File: config.mk
export PLATFORM = sky130hd
export DESIGN_NAME = wk_window
export DESIGN_NICKNAME = d
export VERILOG_FILES = /design/src/rtl/wk_pkg.sv /design/src/rtl/wk_tag_pipe.sv /design/src/rtl/wk_entry.sv /design/src/rtl/wk_window.sv
export SDC_FILE = /design/constraint.sdc
export NUM_CORES = 2
export LEC_CHECK = 0
export BUFFER_PORTS_ARGS = -buffer_cell sky130_fd_sc_hd__buf_2
export CAP_MARGIN = 20
export CELL_PAD_IN_SITES_DETAIL_PLACEMENT = 0
export CELL_PAD_IN_SITES_GLOBAL_PLACEMENT = 1
export CORE_MARGIN = 2
export CORE_UTILIZATION = 44
export DETAILED_ROUTE_END_ITERATION = 16
export GPL_TIMING_DRIVEN = 0
export PLACE_DENSITY = 0.84
export SKIP_CTS_REPAIR_TIMING = 1
export SLEW_MARGIN = 20
export SYNTH_ARGS = -nofsm -noshare
export SYNTH_HDL_FRONTEND = slang
export SYNTH_SLANG_ARGS = --single-unit
File: constraint.sdc
create_clock -name clk -period 2.18 [get_ports clk]
set_input_delay 0.218 -clock clk [delete_from_list [all_inputs] [get_ports clk]]
set_output_delay 0.218 -clock clk [all_outputs]
set_load 0.005 [all_outputs]
File: src/rtl/wk_pkg.sv
package wk_pkg;
  // Segment number that owns entry idx, given eps entries per segment.
  function automatic int wk_seg_of(input int idx, input int eps);
    return idx / eps;
  endfunction

  // Next ready state of one operand: recorded state OR a fresh tag match.
  function automatic logic wk_next_rdy(input logic cur, input logic hit);
    return cur | hit;
  endfunction
endpackage

File: src/rtl/wk_tag_pipe.sv
module wk_tag_pipe #(
  parameter int SEGS  = 4,
  parameter int NB    = 4,
  parameter int TAG_W = 6
) (
  input  logic                                clk,
  input  logic                                rst_n,
  input  logic [NB-1:0]                       in_v,
  input  logic [NB*TAG_W-1:0]                 in_t,
  output logic [SEGS-1:0][NB-1:0]             seg_v,
  output logic [SEGS-1:0][NB*TAG_W-1:0]       seg_t
);
  assign seg_v[0] = in_v;
  assign seg_t[0] = in_t;

  for (genvar k = 1; k < SEGS; k++) begin : g_stage
    always_ff @(posedge clk) begin
      if (!rst_n) begin
        seg_v[k] <= '0;
        seg_t[k] <= '0;
      end else begin
        seg_v[k] <= seg_v[k-1];
        seg_t[k] <= seg_t[k-1];
      end
    end
  end
endmodule

File: src/rtl/wk_entry.sv
module wk_entry
  import wk_pkg::*;
#(
  parameter int NB    = 4,
  parameter int TAG_W = 6
) (
  input  logic                 clk,
  input  logic                 rst_n,
  input  logic                 ins_en,
  input  logic [TAG_W-1:0]     ins_t0,
  input  logic                 ins_r0,
  input  logic [TAG_W-1:0]     ins_t1,
  input  logic                 ins_r1,
  input  logic                 clr,
  input  logic [NB-1:0]        see_v,
  input  logic [NB*TAG_W-1:0]  see_t,
  output logic                 req,
  output logic                 wake_ev
);
  logic             vld, rdy0, rdy1;
  logic [TAG_W-1:0] tag0, tag1;
  logic [TAG_W-1:0] cmp0, cmp1;
  logic [NB-1:0]    m0, m1;
  logic             hit0, hit1;

  // An inserting entry compares its incoming tags, otherwise its stored ones.
  assign cmp0 = ins_en ? ins_t0 : tag0;
  assign cmp1 = ins_en ? ins_t1 : tag1;

  for (genvar l = 0; l < NB; l++) begin : g_lane
    assign m0[l] = see_v[l] && (see_t[l*TAG_W +: TAG_W] == cmp0);
    assign m1[l] = see_v[l] && (see_t[l*TAG_W +: TAG_W] == cmp1);
  end
  assign hit0 = |m0;
  assign hit1 = |m1;

  always_ff @(posedge clk) begin
    if (!rst_n) begin
      vld  <= 1'b0;
      rdy0 <= 1'b0;
      rdy1 <= 1'b0;
      tag0 <= '0;
      tag1 <= '0;
    end else if (ins_en) begin
      vld  <= 1'b1;
      tag0 <= ins_t0;
      tag1 <= ins_t1;
      rdy0 <= wk_next_rdy(ins_r0, hit0);
      rdy1 <= wk_next_rdy(ins_r1, hit1);
    end else if (clr) begin
      vld  <= 1'b0;
      rdy0 <= 1'b0;
      rdy1 <= 1'b0;
    end else if (vld) begin
      rdy0 <= wk_next_rdy(rdy0, hit0);
      rdy1 <= wk_next_rdy(rdy1, hit1);
    end
  end

  assign req     = vld & rdy0 & rdy1;
  assign wake_ev = vld & ~ins_en & ~clr & ((~rdy0 & hit0) | (~rdy1 & hit1));
endmodule

File: src/rtl/wk_window.sv
module wk_window
  import wk_pkg::*;
#(
  parameter int ENTRIES = 32,
  parameter int SEGS    = 4,
  parameter int NB      = 4,
  parameter int TAG_W   = 6,
  localparam int IDX_W  = $clog2(ENTRIES),
  localparam int EPS    = (ENTRIES + SEGS - 1) / SEGS
) (
  input  logic                 clk,
  input  logic                 rst_n,
  input  logic                 ins_valid,
  input  logic [IDX_W-1:0]     ins_idx,
  input  logic [TAG_W-1:0]     ins_t0,
  input  logic                 ins_r0,
  input  logic [TAG_W-1:0]     ins_t1,
  input  logic                 ins_r1,
  input  logic [NB-1:0]        bc_valid,
  input  logic [NB*TAG_W-1:0]  bc_tag,
  input  logic [ENTRIES-1:0]   grant,
  output logic [ENTRIES-1:0]   req
);
  logic [SEGS-1:0][NB-1:0]       seg_v;
  logic [SEGS-1:0][NB*TAG_W-1:0] seg_t;
  logic [ENTRIES-1:0]            wake_ev;

  wk_tag_pipe #(.SEGS(SEGS), .NB(NB), .TAG_W(TAG_W)) u_pipe (
    .clk(clk), .rst_n(rst_n), .in_v(bc_valid), .in_t(bc_tag),
    .seg_v(seg_v), .seg_t(seg_t)
  );

  for (genvar i = 0; i < ENTRIES; i++) begin : g_ent
    localparam int SG = wk_seg_of(i, EPS);
    logic ins_here;
    assign ins_here = ins_valid && (ins_idx == IDX_W'(i));
    wk_entry #(.NB(NB), .TAG_W(TAG_W)) u_ent (
      .clk(clk), .rst_n(rst_n), .ins_en(ins_here),
      .ins_t0(ins_t0), .ins_r0(ins_r0), .ins_t1(ins_t1), .ins_r1(ins_r1),
      .clr(grant[i]), .see_v(seg_v[SG]), .see_t(seg_t[SG]),
      .req(req[i]), .wake_ev(wake_ev[i])
    );
  end
endmodule

==> impl_metrics.py <==
metrics = {
    "status": {
        "status": "finished with violations",
        "violations": "negative setup slack",
    },
    "placed_design": {
        "hpwl_microns": 197000,
        "io_buffers": 97,
        "routabilityCongestion": 1.11,
        "dpl_cell_area_sq_um": 45400,
        "dp.cells": 6724,
    },
    "synthesis": {
        "yosys.area_share.simple_pct": 21.3,
        "synth.distinct_cells": 82,
        "async_reset_ff_share_pct": 0,
        "syn_area_sq_um": 41900,
        "netlist.area_leader.share_pct": 26.9,
        "synth_compound_area_share_pct": 19.6,
        "synth_top_family_by_area": "XOR/XNOR gates",
        "synthTopCellsByCount": "xnor2_1, dfxtp_1, nor2_1, clkbuf_1, nand2_1",
        "ys_seq_area_share_pct": 26.9,
        "synth.area.mux_share_pct": 0.101,
        "synth_most_common_cell": "xnor2_1",
        "synthXorXnorAreaFrac_pct": 25.8,
        "synth_nets": 5402,
        "synthFlopType": "dfxtp_1",
        "synthAdderAreaFrac_pct": 0,
        "yosysTopAreaCell": "dfxtp_1",
        "avgSynthCellArea_sq_um": 7.88,
        "synth_area_leaders": "dfxtp_1, xnor2_1, nor2_1",
        "ys_seq_elements": 564,
        "yosys_warnings": 0,
        "syn_inst": 5320,
        "synth_edf_count": 0,
    },
    "worst_setup_path": {
        "crit_end": "g_ent[15].u_ent.rdy1",
        "reg2reg_depth": 9,
        "crit_arrival_ps": 3150,
        "regToRegSetupSlack_ps": -260,
        "crit_type": "in2reg",
        "end_kind": "register",
        "critPathLaunchType": "input port",
        "crit_path_start": "ins_t1[3]",
        "cp.required_ps": 2800,
        "worstReg2RegEnd": "g_ent[15].u_ent.rdy1",
        "reg2reg_from": "u_pipe.seg_t[35]",
        "path_max_fanout": 11,
    },
    "pwr": {
        "leakage_nw": 18.0,
        "power_density_nw_per_um2": 576,
        "vdd_drop_max_v": 0.000736,
    },
    "timing": {
        "finalWorstSetupSlack_ps": -348,
        "fin_crit_sh_pct": 116,
        "finalSetupTns_ps": -3210,
        "setup_violations": 38,
        "period_minus_slack_ps": 2530,
        "drv_slew": 0,
        "maxSlewHeadroom_pct": 2.11,
        "holdWs_ps": 18.4,
        "tightest_slew_ps": 1470,
        "hold_violations": 0,
        "rsz0062_at_grt": "true",
        "fin_worst_skew_ps": 33.1,
        "fmax_mhz": 395,
    },
    "cts": {
        "cts_inserted_buffers": 72,
        "clk_pin_slew_ps": 60,
        "cts-root-buf": "clkbuf_16",
        "h-tree-depth": 3,
        "clk_latency_ps": 710,
        "cts_sinks": 564,
        "clk_path_buf_depth": 3,
        "cts_tree": "built",
    },
    "final_layout": {
        "design_area_sq_um": 53100,
        "drive_above_1_share_pct": 23.5,
        "nNetsFinal": 5764,
        "final_core_util_pct": 56.0,
        "layoutNonFillerInstCount": 7036,
        "area_delta_synth_final_pct": 26.6,
    },
    "global_route": {
        "grt_pass1_wl_microns": 379000,
        "grt_usage_pct": 56.0,
        "overflow": 0,
        "antenna_found_initial": 33,
        "grt_pass1_vias": 44573,
        "grt_max_degree": 13,
    },
    "die": {
        "pin_count": 114,
        "die_y_microns": 313,
        "rows": 113,
        "die_area_sq_um": 97800,
        "die_w_microns": 313,
        "start_util_pct": 44.3,
        "core_sq_um": 94700,
    },
    "detailed_routing": {
        "via_per_inst": 7.21,
        "num_vias": 50718,
        "drc": 0,
        "wl_microns": 290000,
        "firstDrtPassIters": 11,
        "postRouteAntennaNets": 0,
        "wire_per_inst_microns": 41.2,
        "drt_iter0_markers": 9172,
    },
    "job": {
        "maxCapViolCount": 0,
    },
    "min_path": {
        "holdCritPathClass": "in2reg",
    },
}
-- routing by layer --
layer,global-route usage (%),share of wire [%]
met1,66.3,35
met2,73.2,37
met3,29.6,17
met4,47.8,11
met5,0.484,0.081
-- state kept, by name (all words and copies together) (netlist names) --
register          cells
g_ent.u_ent.rdy0     32
g_ent.u_ent.rdy1     32
g_ent.u_ent.tag0    192
g_ent.u_ent.tag1    192
g_ent.u_ent.vld      32
u_pipe.seg_t         72
u_pipe.seg_v         12
-- area by class of cell --
class                           instances  area [sq um]
Buffer                                432          2970
Timing Repair Buffer                  326          3030
Fill cell                            9100         41700
Clock inverter                         27           308
Tap cell                             1265          1580
Inverter                              168           744
Multi-Input combinational cell       4118         30700
Sequential cell                       564         11400
Clock buffer                          101          2170
Antenna cell                           35          87.6
-- worst max-delay path, stage by stage --
cell,delay [ps]
buf_2,350
buf_4,490
nand2_2,500
o2bb2ai_4,360
xnor2_1,150
nand4_1,130
or4_1,440
nand4_1,330
o2bb2ai_1,150
-- power breakdown --
| part | internal (mW) | leakage (nW) | switching [mW] | total [mW] |
|---|---|---|---|---|
| Sequential | 10.4 | 4.59 | 0.258 | 10.7 |
| Clock | 7.65 | 1.23 | 5.57 | 13.2 |
| Combinational | 2.02 | 12.2 | 4.67 | 6.69 |
-- per-stage QoR --
step	worst slack, ps	power (mW)
finish	-348	30.6
global route	-183	30.6
CTS	-1990	29.2
detailed placement	-2660	16.4
global placement	-3100	16.1
floorplan	-135	13.6
-- worst min-delay path by stage --
stage | end | cells after the start | slack [ps] | start
2_1_floorplan | g_ent[14].u_ent.vld | 2 | 400 | grant[14]
6_report | u_pipe.seg_t[33] | 3 | 20 | bc_tag[9]
3_3_place_gp | g_ent[30].u_ent.vld | 2 | 490 | g_ent[30].u_ent.vld
4_1_cts | g_ent[14].u_ent.vld | 3 | -170 | grant[14]
5_1_grt | u_pipe.seg_t[33] | 3 | 40 | bc_tag[9]
3_5_place_dp | g_ent[30].u_ent.vld | 2 | 490 | g_ent[30].u_ent.vld
-- layout by cell type (no fill, tap or decap), types with 34 or more instances in the layout --
master	n
nand3_1	49
a21oi_2	78
o2bb2ai_2	55
nor2_1	444
diode_2	35
inv_1	114
clkbuf_16	76
xor2_1	114
buf_4	219
buf_6	60
clkbuf_1	77
a221oi_1	56
nand2b_1	53
xnor2_1	1118
and3_1	49
o21ai_0	146
o2111ai_1	43
and2_1	208
nor4_1	137
a31oi_1	52
a22oi_1	43
a21oi_1	142
dfxtp_1	516
buf_2	140
nand4_1	200
a222oi_1	36
clkbuf_4	49
clkbuf_2	111
nor3_1	147
dlygate4sd3_1	34
a22o_1	60
nand2_1	197
o21ai_2	42
o22ai_1	34
-- cell families after synthesis --
logic type,Yosys count
flip-flops,564
multiplexers,4
XOR/XNOR,1233
buffers and inverters,638
AND/OR/NAND/NOR,1724
AO/OA/AOI/OAI,1157
No activity file was read; power rests on OpenSTA's default activity.
